--- config.mk ---
export PLATFORM = sky130hd
export DESIGN_NAME = rail_oc_detect
export DESIGN_NICKNAME = d
export VERILOG_FILES = /design/src/rtl/ocd_pkg.sv /design/src/rtl/ocd_stage_scale.sv /design/src/rtl/ocd_rail_filter.sv /design/src/rtl/ocd_fault_latch.sv /design/src/rtl/rail_oc_detect.sv
export SDC_FILE = /design/constraint.sdc
export NUM_CORES = 1
export LEC_CHECK = 0
export BUFFER_PORTS_ARGS = -buffer_cell sky130_fd_sc_hd__buf_2
export CORE_ASPECT_RATIO = 1.25
export CORE_MARGIN = 3
export CORE_UTILIZATION = 45
export DETAILED_ROUTE_END_ITERATION = 10
export HOLD_SLACK_MARGIN = 0.15
export PLACE_DENSITY = 0.75
export SETUP_SLACK_MARGIN = 0.15
export SLEW_MARGIN = 0
export SYNTH_ARGS = -nofsm -noshare
export SYNTH_HDL_FRONTEND = slang
export SYNTH_SLANG_ARGS = --single-unit
--- constraint.sdc ---
create_clock -name clk -period 22 [get_ports clk]
set_input_delay 2.2 -clock clk [delete_from_list [all_inputs] [get_ports clk]]
set_output_delay 2.2 -clock clk [all_outputs]
set_load 0.01 [all_outputs]
--- src/rtl/ocd_pkg.sv ---
// Shared types and helpers for the rail overcurrent detector.
package ocd_pkg;

    // Response selected for a slow-path trip on one rail.
    typedef enum logic {
        RESP_SHUTDOWN  = 1'b0,
        RESP_FLAG_ONLY = 1'b1
    } resp_e;

    // Width of an index field able to name n items (at least one bit).
    function automatic int idx_w(input int n);
        return (n > 1) ? $clog2(n) : 1;
    endfunction

endpackage

--- src/rtl/ocd_stage_scale.sv ---
// Scales one digitized stage current: ((adc * gain) >> GAIN_FRAC) + offset.
// Assumes unsigned operands and OFS_W no wider than the scaled result.
module ocd_stage_scale #(
    parameter int ADC_W     = 12,
    parameter int GAIN_W    = 8,
    parameter int GAIN_FRAC = 6,
    parameter int OFS_W     = 12,
    localparam int SCL_W    = ADC_W + GAIN_W - GAIN_FRAC + 1
) (
    input  logic [ADC_W-1:0]  adc_i,
    input  logic [GAIN_W-1:0] gain_i,
    input  logic [OFS_W-1:0]  ofs_i,
    output logic [SCL_W-1:0]  scaled_o
);
    localparam int PW = ADC_W + GAIN_W + 1;

    logic [PW-1:0] prod;

    // Full-precision product, then drop fraction bits and add offset.
    always_comb begin
        prod     = PW'(adc_i) * PW'(gain_i);
        scaled_o = SCL_W'((prod >> GAIN_FRAC) + PW'(ofs_i));
    end
endmodule

--- src/rtl/ocd_rail_filter.sv ---
// Sums the scaled currents of the stages mapped to rail RAIL_ID, smooths the
// sum with y += (x - y) >>> k on each strobe, and flags a trip when the
// updated value exceeds the limit. Assumes SUM_W holds the largest rail sum.
module ocd_rail_filter #(
    parameter int NUM_STAGES = 4,
    parameter int RAIL_W     = 1,
    parameter int SCL_W      = 15,
    parameter int SUM_W      = 17,
    parameter int KSH_W      = 3,
    parameter int RAIL_ID    = 0
) (
    input  logic                        clk,
    input  logic                        rst_n,
    input  logic                        sample_i,
    input  logic [NUM_STAGES*SCL_W-1:0] scaled_i,
    input  logic [NUM_STAGES*RAIL_W-1:0] stage_rail_i,
    input  logic [KSH_W-1:0]            shift_i,
    input  logic [SUM_W-1:0]            limit_i,
    output logic                        trip_o
);
    logic [SUM_W-1:0]        rail_sum;
    logic [SUM_W-1:0]        y_q;
    logic [SUM_W-1:0]        y_nx;
    logic signed [SUM_W:0]   diff;
    logic signed [SUM_W:0]   step;

    // Add up the scaled currents of this rail's stages.
    always_comb begin
        rail_sum = '0;
        for (int s = 0; s < NUM_STAGES; s++) begin
            if (stage_rail_i[s*RAIL_W +: RAIL_W] == RAIL_W'(RAIL_ID))
                rail_sum = rail_sum + SUM_W'(scaled_i[s*SCL_W +: SCL_W]);
        end
    end

    // Next filter value and strict compare against the limit.
    always_comb begin
        diff   = $signed({1'b0, rail_sum}) - $signed({1'b0, y_q});
        step   = diff >>> shift_i;
        y_nx   = SUM_W'($signed({1'b0, y_q}) + step);
        trip_o = sample_i && (y_nx > limit_i);
    end

    // Filter state advances only on a sample strobe.
    always_ff @(posedge clk) begin
        if (!rst_n)
            y_q <= '0;
        else if (sample_i)
            y_q <= y_nx;
    end
endmodule

--- src/rtl/ocd_fault_latch.sv ---
// Per-rail sticky flags. Immediate trips and shutdown-mode slow trips set the
// fault flag; flag-only slow trips set the warning flag. A set wins over a
// clear in the same cycle.
module ocd_fault_latch
    import ocd_pkg::*;
(
    input  logic  clk,
    input  logic  rst_n,
    input  logic  imm_trip_i,
    input  logic  slow_trip_i,
    input  resp_e mode_i,
    input  logic  clear_i,
    output logic  fault_o,
    output logic  warn_o
);
    logic set_fault;
    logic set_warn;

    // Route a slow trip by the selected response.
    always_comb begin
        set_fault = imm_trip_i || (slow_trip_i && (mode_i == RESP_SHUTDOWN));
        set_warn  = slow_trip_i && (mode_i == RESP_FLAG_ONLY);
    end

    // Hold flags until cleared; new sets take priority.
    always_ff @(posedge clk) begin
        if (!rst_n) begin
            fault_o <= 1'b0;
            warn_o  <= 1'b0;
        end else begin
            fault_o <= (fault_o && !clear_i) || set_fault;
            warn_o  <= (warn_o && !clear_i) || set_warn;
        end
    end
endmodule

--- src/rtl/rail_oc_detect.sv ---
// Top of the rail overcurrent detector. Combines external, fast and slow
// fault paths per rail and gates each stage's PWM and rectifier enables by
// the state of the stage's rail. Assumes every rail field is < NUM_RAILS.
module rail_oc_detect
    import ocd_pkg::*;
#(
    parameter int NUM_STAGES = 4,
    parameter int NUM_RAILS  = 2,
    parameter int ADC_W      = 12,
    parameter int GAIN_W     = 8,
    parameter int GAIN_FRAC  = 6,
    parameter int OFS_W      = 12,
    parameter int THR_W      = 6,
    parameter int KSH_W      = 3,
    localparam int RAIL_W    = idx_w(NUM_RAILS),
    localparam int SCL_W     = ADC_W + GAIN_W - GAIN_FRAC + 1,
    localparam int SUM_W     = SCL_W + $clog2(NUM_STAGES)
) (
    input  logic                          clk,
    input  logic                          rst_n,
    input  logic [NUM_STAGES*RAIL_W-1:0]  stage_rail_i,
    input  logic [NUM_RAILS-1:0]          ext_fault_i,
    input  logic [NUM_RAILS-1:0]          ext_en_i,
    input  logic [NUM_STAGES*THR_W-1:0]   fast_sense_i,
    input  logic [NUM_STAGES*THR_W-1:0]   fast_thr_i,
    input  logic                          adc_valid_i,
    input  logic [NUM_STAGES*ADC_W-1:0]   adc_i,
    input  logic [NUM_STAGES*GAIN_W-1:0]  gain_i,
    input  logic [NUM_STAGES*OFS_W-1:0]   offset_i,
    input  logic [KSH_W-1:0]              filt_shift_i,
    input  logic [NUM_RAILS*SUM_W-1:0]    rail_limit_i,
    input  logic [NUM_RAILS-1:0]          resp_mode_i,
    input  logic [NUM_RAILS-1:0]          clear_i,
    input  logic [NUM_STAGES-1:0]         pwm_req_i,
    input  logic [NUM_STAGES-1:0]         sr_req_i,
    output logic [NUM_STAGES-1:0]         pwm_en_o,
    output logic [NUM_STAGES-1:0]         sr_en_o,
    output logic [NUM_RAILS-1:0]          fault_o,
    output logic [NUM_RAILS-1:0]          warn_o
);
    logic [NUM_STAGES*SCL_W-1:0] scaled;
    logic [NUM_STAGES-1:0]       fast_trip;
    logic [NUM_RAILS-1:0]        imm_trip;
    logic [NUM_RAILS-1:0]        slow_trip;
    logic [NUM_RAILS-1:0]        rail_kill;

    genvar gs, gr;

    // Per-stage scaling and fast compare.
    generate
        for (gs = 0; gs < NUM_STAGES; gs++) begin : g_stage
            ocd_stage_scale #(
                .ADC_W(ADC_W), .GAIN_W(GAIN_W),
                .GAIN_FRAC(GAIN_FRAC), .OFS_W(OFS_W)
            ) u_scale (
                .adc_i   (adc_i[gs*ADC_W +: ADC_W]),
                .gain_i  (gain_i[gs*GAIN_W +: GAIN_W]),
                .ofs_i   (offset_i[gs*OFS_W +: OFS_W]),
                .scaled_o(scaled[gs*SCL_W +: SCL_W])
            );
            assign fast_trip[gs] =
                fast_sense_i[gs*THR_W +: THR_W] > fast_thr_i[gs*THR_W +: THR_W];
        end
    endgenerate

    // Gather immediate trips (external line and fast compares) per rail.
    always_comb begin
        imm_trip = ext_fault_i & ext_en_i;
        for (int s = 0; s < NUM_STAGES; s++) begin
            if (fast_trip[s])
                imm_trip[stage_rail_i[s*RAIL_W +: RAIL_W]] = 1'b1;
        end
    end

    // Per-rail slow path and sticky flags.
    generate
        for (gr = 0; gr < NUM_RAILS; gr++) begin : g_rail
            ocd_rail_filter #(
                .NUM_STAGES(NUM_STAGES), .RAIL_W(RAIL_W), .SCL_W(SCL_W),
                .SUM_W(SUM_W), .KSH_W(KSH_W), .RAIL_ID(gr)
            ) u_filt (
                .clk         (clk),
                .rst_n       (rst_n),
                .sample_i    (adc_valid_i),
                .scaled_i    (scaled),
                .stage_rail_i(stage_rail_i),
                .shift_i     (filt_shift_i),
                .limit_i     (rail_limit_i[gr*SUM_W +: SUM_W]),
                .trip_o      (slow_trip[gr])
            );
            ocd_fault_latch u_latch (
                .clk        (clk),
                .rst_n      (rst_n),
                .imm_trip_i (imm_trip[gr]),
                .slow_trip_i(slow_trip[gr]),
                .mode_i     (resp_e'(resp_mode_i[gr])),
                .clear_i    (clear_i[gr]),
                .fault_o    (fault_o[gr]),
                .warn_o     (warn_o[gr])
            );
        end
    endgenerate

    // A rail is shut while latched or while an immediate trip is present.
    assign rail_kill = fault_o | imm_trip;

    // Gate each stage's enables by its rail's shutdown state.
    always_comb begin
        for (int s = 0; s < NUM_STAGES; s++) begin
            pwm_en_o[s] = pwm_req_i[s] && !rail_kill[stage_rail_i[s*RAIL_W +: RAIL_W]];
            sr_en_o[s]  = sr_req_i[s]  && !rail_kill[stage_rail_i[s*RAIL_W +: RAIL_W]];
        end
    end
endmodule

---- After elaboration in Yosys (flattened, before gate mapping) ----
Cells that the tools add are included.
storage, ports and cells
  register bits after elaboration ......... 38
  bits in latches ......................... 0
  bits in writable memories ............... 0
  memory bits (read-only) ................. 0
  bits of input ports ..................... 236
  output and inout port bits .............. 12
  word-level logic and storage cells ...... 110
  memories kept ........................... 0
cells by class
  add/subtract/negate cells ............... 14
  multipliers ............................. 4
  div/mod/pow operators ................... 0
  magnitude comparators ................... 14
  equal/unequal tests ..................... 0
  shift operators ......................... 2
  mux-type cells .......................... 28
  bitwise operators ....................... 8
  reduce and logical (&&, ||, !) cells .... 34
operators by type and width
  cell                                                 count
  two-way mux 17 bit                                   6
  adder 17 x 15 -> 17 bit                              5
  multiplier 12 x 8 -> 20 bit                          4
  adder 14 x 12 -> 15 bit                              4
  >>> shifter 18 x 3 -> 17 bit                         2
  subtractor 17 x 17 -> 18 bit                         2
  adder 17 bit                                         2
  > comparator 17 bit                                  2
  two-way mux 15 bit                                   2
  > comparator 6 bit                                   4
  logical AND 1 bit                                    22
  adder 15 x 15 -> 16 bit                              1
  two-way mux 1 bit                                    12
  OR 2 bit                                             5
  < comparator 1 x 2 -> 1 bit (second input constant)  4
  two-way mux 2 bit                                    4
  zero test 1 bit                                      6
  logical OR 1 bit                                     6
  demux 1 bit (select 1 bit)                           4
  >= comparator 1 bit (second input constant)          4
  bitwise AND 2 bit                                    1
  inverter 1 bit                                       2

---- Longest topological paths before layout ----
  depth in word-level cells ............... 17
  gate-level depth with buffers ........... 79
  depth with buffers taken out ............ 77

---- Hierarchy ----
From an unflattened synthesis, not the netlist that was laid out.
unflattened totals
  cell total of the unflattened synthesis .. 3488
  area total of the unflattened synthesis .. 27737.9 um2
modules (own cells, without submodules)
  module                                    instances  cells each  area an instance (um2)
  ocd_stage_scale (g_stage[1].u_scale ...)  2          421         3523.4
  ocd_rail_filter (g_rail[1].u_filt)        1          850         6447.4
  ocd_rail_filter (g_rail[0].u_filt)        1          821         6157.2
  ocd_stage_scale (g_stage[3].u_scale)      1          422         3552.2
  ocd_stage_scale (g_stage[0].u_scale)      1          411         3497.1
  rail_oc_detect                            1          126         879.6
  ocd_fault_latch                           2          8           78.8

---- Least setup slack after synthesis ----
Ideal clock, no wire load.
  path kind ............................... in2reg
  start ................................... input port gain_i[2]
  end ..................................... register g_rail[0].u_latch.fault_o
  setup time .............................. 0.123 ns
  arrival ................................. 15.791 ns
  setup slack ............................. 6.086 ns
  stages .................................. 75
  cell sequence ........................... clkbuf_1 -> nand2_1 -> fa_1 -> fa_1 -> inv_1 -> fa_1 -> inv_1 -> fa_1 -> inv_1 -> ha_1 -> a21o_1 -> nand2_1 -> o21ai_1 -> o21a_1 -> o21a_1 -> or2_2 -> nor2_1 -> nor2_1 -> [39 not listed] -> ha_1 -> clkbuf_1 -> a31o_2 -> a21oi_1 -> a21boi_1 -> o211a_1 -> o21a_1 -> o21a_1 -> nor2_1 -> xor2_1 -> ha_1 -> nand4_1 -> nor2_1 -> a211oi_1 -> nor2b_1 -> a311oi_1 -> a221oi_1 -> nor2b_1
on the way
  word-level cells in the longest chain between the ends .. 17
ends and longest elaborated chain
  item                                 RTL line               RTL
  start, declared                      rail_oc_detect.sv:28   input logic [NUM_STAGES*GAIN_W-1:0] gain_i,
  multiplier 12 x 8 -> 20 bit *        ocd_stage_scale.sv:21  prod = PW'(adc_i) * PW'(gain_i);
  adder 14 x 12 -> 15 bit *            ocd_stage_scale.sv:22  scaled_o = SCL_W'((prod >> GAIN_FRAC) + PW'(ofs_i));
  two-way mux 15 bit *                 ocd_rail_filter.sv:31  if (stage_rail_i[s*RAIL_W +: RAIL_W] == RAIL_W'(RAIL_ID))
  adder 15 x 15 -> 16 bit              ocd_rail_filter.sv:32  rail_sum = rail_sum + SUM_W'(scaled_i[s*SCL_W +: SCL_W]);
  two-way mux 17 bit *                 ocd_rail_filter.sv:31
  adder 17 x 15 -> 17 bit              ocd_rail_filter.sv:32
  two-way mux 17 bit *                 ocd_rail_filter.sv:31
  adder 17 x 15 -> 17 bit              ocd_rail_filter.sv:32
  [2 not listed]                       -
  >>> shifter 18 x 3 -> 17 bit *       ocd_rail_filter.sv:39  step = diff >>> shift_i;
  adder 17 bit *                       ocd_rail_filter.sv:40  y_nx = SUM_W'($signed({1'b0, y_q}) + step);
  named net g_rail[0].u_filt.y_nx[16]  ocd_rail_filter.sv:23  logic [SUM_W-1:0] y_nx;
  > comparator 17 bit *                ocd_rail_filter.sv:41  trip_o = sample_i && (y_nx > limit_i);
  logical AND 1 bit *                  ocd_rail_filter.sv:41
  logical AND 1 bit *                  ocd_fault_latch.sv:21  set_fault = imm_trip_i || (slow_trip_i && (mode_i == RESP_SHUTDOWN));
  logical OR 1 bit *                   ocd_fault_latch.sv:21
  logical OR 1 bit *                   ocd_fault_latch.sv:31  fault_o <= (fault_o && !clear_i) || set_fault;
  end signal, assigned                 ocd_fault_latch.sv:31
  end, declared                        ocd_fault_latch.sv:13  output logic fault_o,
Mark *: on every way through the listed nets, which the timed path passes. The rest lies on a longest branch.
A chain may end at the register's enable or synchronous reset.

---- Worst setup path after layout ----
Ends and elaborated chain as after synthesis.

==> reports/metrics.csv <==
metric,value,unit
outcome,finished clean,
fmax,0.0589,GHz
antenna_found_initial,16,
synth_top_cell_by_area,ha_1,
drive_gt1_share,10.8,%
die_area,59700,um^2
ys_seq_elements,38,
cpMostUsedCell,ha_1,
cts.sinks,38,
die_h,272,um
ys_types,88,
cts_hold_buf,0,
synth_top_family_by_area,adder cells,
postCtsSetupRepairBufs,0,
drt_pass1_iterations,5,
numCtsBuffers,5,
drtIter0Drc,1074,
htreeDepth,2,
std_cell_rows,97,
synth_xor_area_share,7.23,%
cts_resized,0,
post-route-min-period,16.98,ns
design_area,27600,um^2
path_class,primary input to register,
fin_crit_sh,77.2,%
synth_top_area_share,20.3,%
place_congestion,0.929,
hp-class,register to register,
worst-path-buf-inv,4,
grt_max_degree,43,
synth.area.top_cells,"ha_1 (20%), fa_1 (20%), inv_1 (6.3%)",
cp_top_family,compound AO/OA/AOI/OAI gates,
tightest_slew,0.824,ns
synth-edff-count,0,
cp_slowest_stage_delay,0.56,ns
arrival,17.16,ns
use_met3,1.79,%
num-fill-cells,5544,
yosys_most_used_dff,dfxtp_1,
setup.worst_path.end_class,register,
postSynthAreaPerCell,7.95,um^2
yosysSeqAreaShare,2.98,%
routed_wl,63800,um
drv_cap,0,
relSlewSlack,44.9,%
cp-start-kind,primary input,
synth_compound_area_share,17.2,%
grt_overflow_total,0,
busiest_layer,met2,
hold_violations,0,
synth_cells,3212,
die_w,219,um
clk_pin_slew,0.07,ns
finClkSkew,0.00925,ns
clock_latency,0.29,ns
areaGrowthSynthToFinish,7.89,%
yosys.area_share.simple,19.9,%
path_max_fanout,12,
synth_commonest_cells,"inv_1 (426), ha_1 (415), nand2_1 (299), fa_1 (250), and2_1 (239)",
report.final.slew_viol_count,0,
num_io_pins,248,
drc,0,
ys_warn_count,0,
postSynth.asyncResetShare,0,%
cts_root_buf,clkbuf_16,
final_util,49.1,%
setup-tns-final,0,ns
grt_use_met2,38.9,%
io_buffers,247,
via_per_inst,5.42,
drt-wirelength-per-cell,15.4,um
syn_area,25500,um^2
clk_path_buf_depth,2,
cts_tree,yes,
grt_pass1_vias,22300,
dp_hpwl,55300,um
rsz0062_at_grt,false,
timing.hold.ws,0.505,ns
start_util,45.6,%
grt_pass1_wl,106000,um
core,56100,um^2
syn-num-nets,4113,
grt_util_met1,25.9,%
nets,4286,
placedInstanceArea,27400,um^2
crit_required,22.18,ns
synth_most_common_cell,inv_1,
finalSetupViolations,0,
vias,22500,
antenna_left,0,
synth_mux_area_share,5.00,%
cp_slowest_cell,fa_1,
synth-adder-area-share,40.0,%
track_usage,21.2,%
[kinds of logic after synthesis]
kind of cell | Yosys count
mux | 116
compound gates | 652
simple gates | 1014
flops | 38
buf+inv | 516
xor+xnor | 210
fa+ha+maj | 666
[cell type report]
class,count,area (um^2),share of cell area (%)
clock buffers,5,125,0.454
diodes,11,27.5,0.0999
inverters,431,1620,5.87
repair buffers,251,1270,4.59
multi-input cells,2658,22800,82.7
flip-flops and latches,38,761,2.76
well taps,742,928,3.37
clock inverters,3,40.0,0.145
[state kept, by name, summed over array words and instances (netlist names)]
name                    count
g_rail.u_filt.y_q          34
g_rail.u_latch.fault_o      2
g_rail.u_latch.warn_o       2
[per-layer routing]
metal	wire length (um)	up-vias
li1	-	11200
met1	27000	10700
met2	32200	451
met3	2460	97
met4	2150	10
met5	59	-
[worst paths after layout]
check	depth (start not counted)	from	slack, ns	to
min	1	g_rail[0].u_filt.y_q[16]	0.50	g_rail[0].u_filt.y_q[16]
min reg2reg	1	g_rail[0].u_filt.y_q[16]	0.50	g_rail[0].u_filt.y_q[16]
max	74	gain_i[2]	5.02	g_rail[0].u_latch.fault_o
max reg2reg	33	g_rail[0].u_filt.y_q[1]	15.22	g_rail[0].u_latch.fault_o
[worst reg2reg max path: cells and delay by family (launching register included)]
kind            cells  cell delay [ns]
compound gates     16             3.43
fa+ha+maj           4             1.21
simple gates        8             0.93
flops               1             0.42
xor+xnor            2             0.33
mux                 1             0.20
buf+inv             2             0.17
[per-stage QoR]
stage | setup WS [ns] | cells
global placement | 5.18 | 4120
global route | 3.58 | 4135
detailed placement | 4.78 | 4120
finish | 5.02 | 4139
CTS | 5.04 | 4128
floorplan | 6.09 | 3212
[cells in the final DEF (no fill, tap or decap), types with 60 or more instances in the layout]
cell type  instances
fa_1             250
mux2i_1           60
o21a_1            67
a21o_1            67
o21ai_0          129
xnor2_1          148
nor2b_1           74
buf_2            247
inv_1            426
nor2_1           186
xor2_1            61
ha_1             415
and2_1           239
a21oi_1          161
nand2_1          299
Power is not shown: default switching activity piles up to over one toggle a cycle in this logic, so the estimate is an artifact.
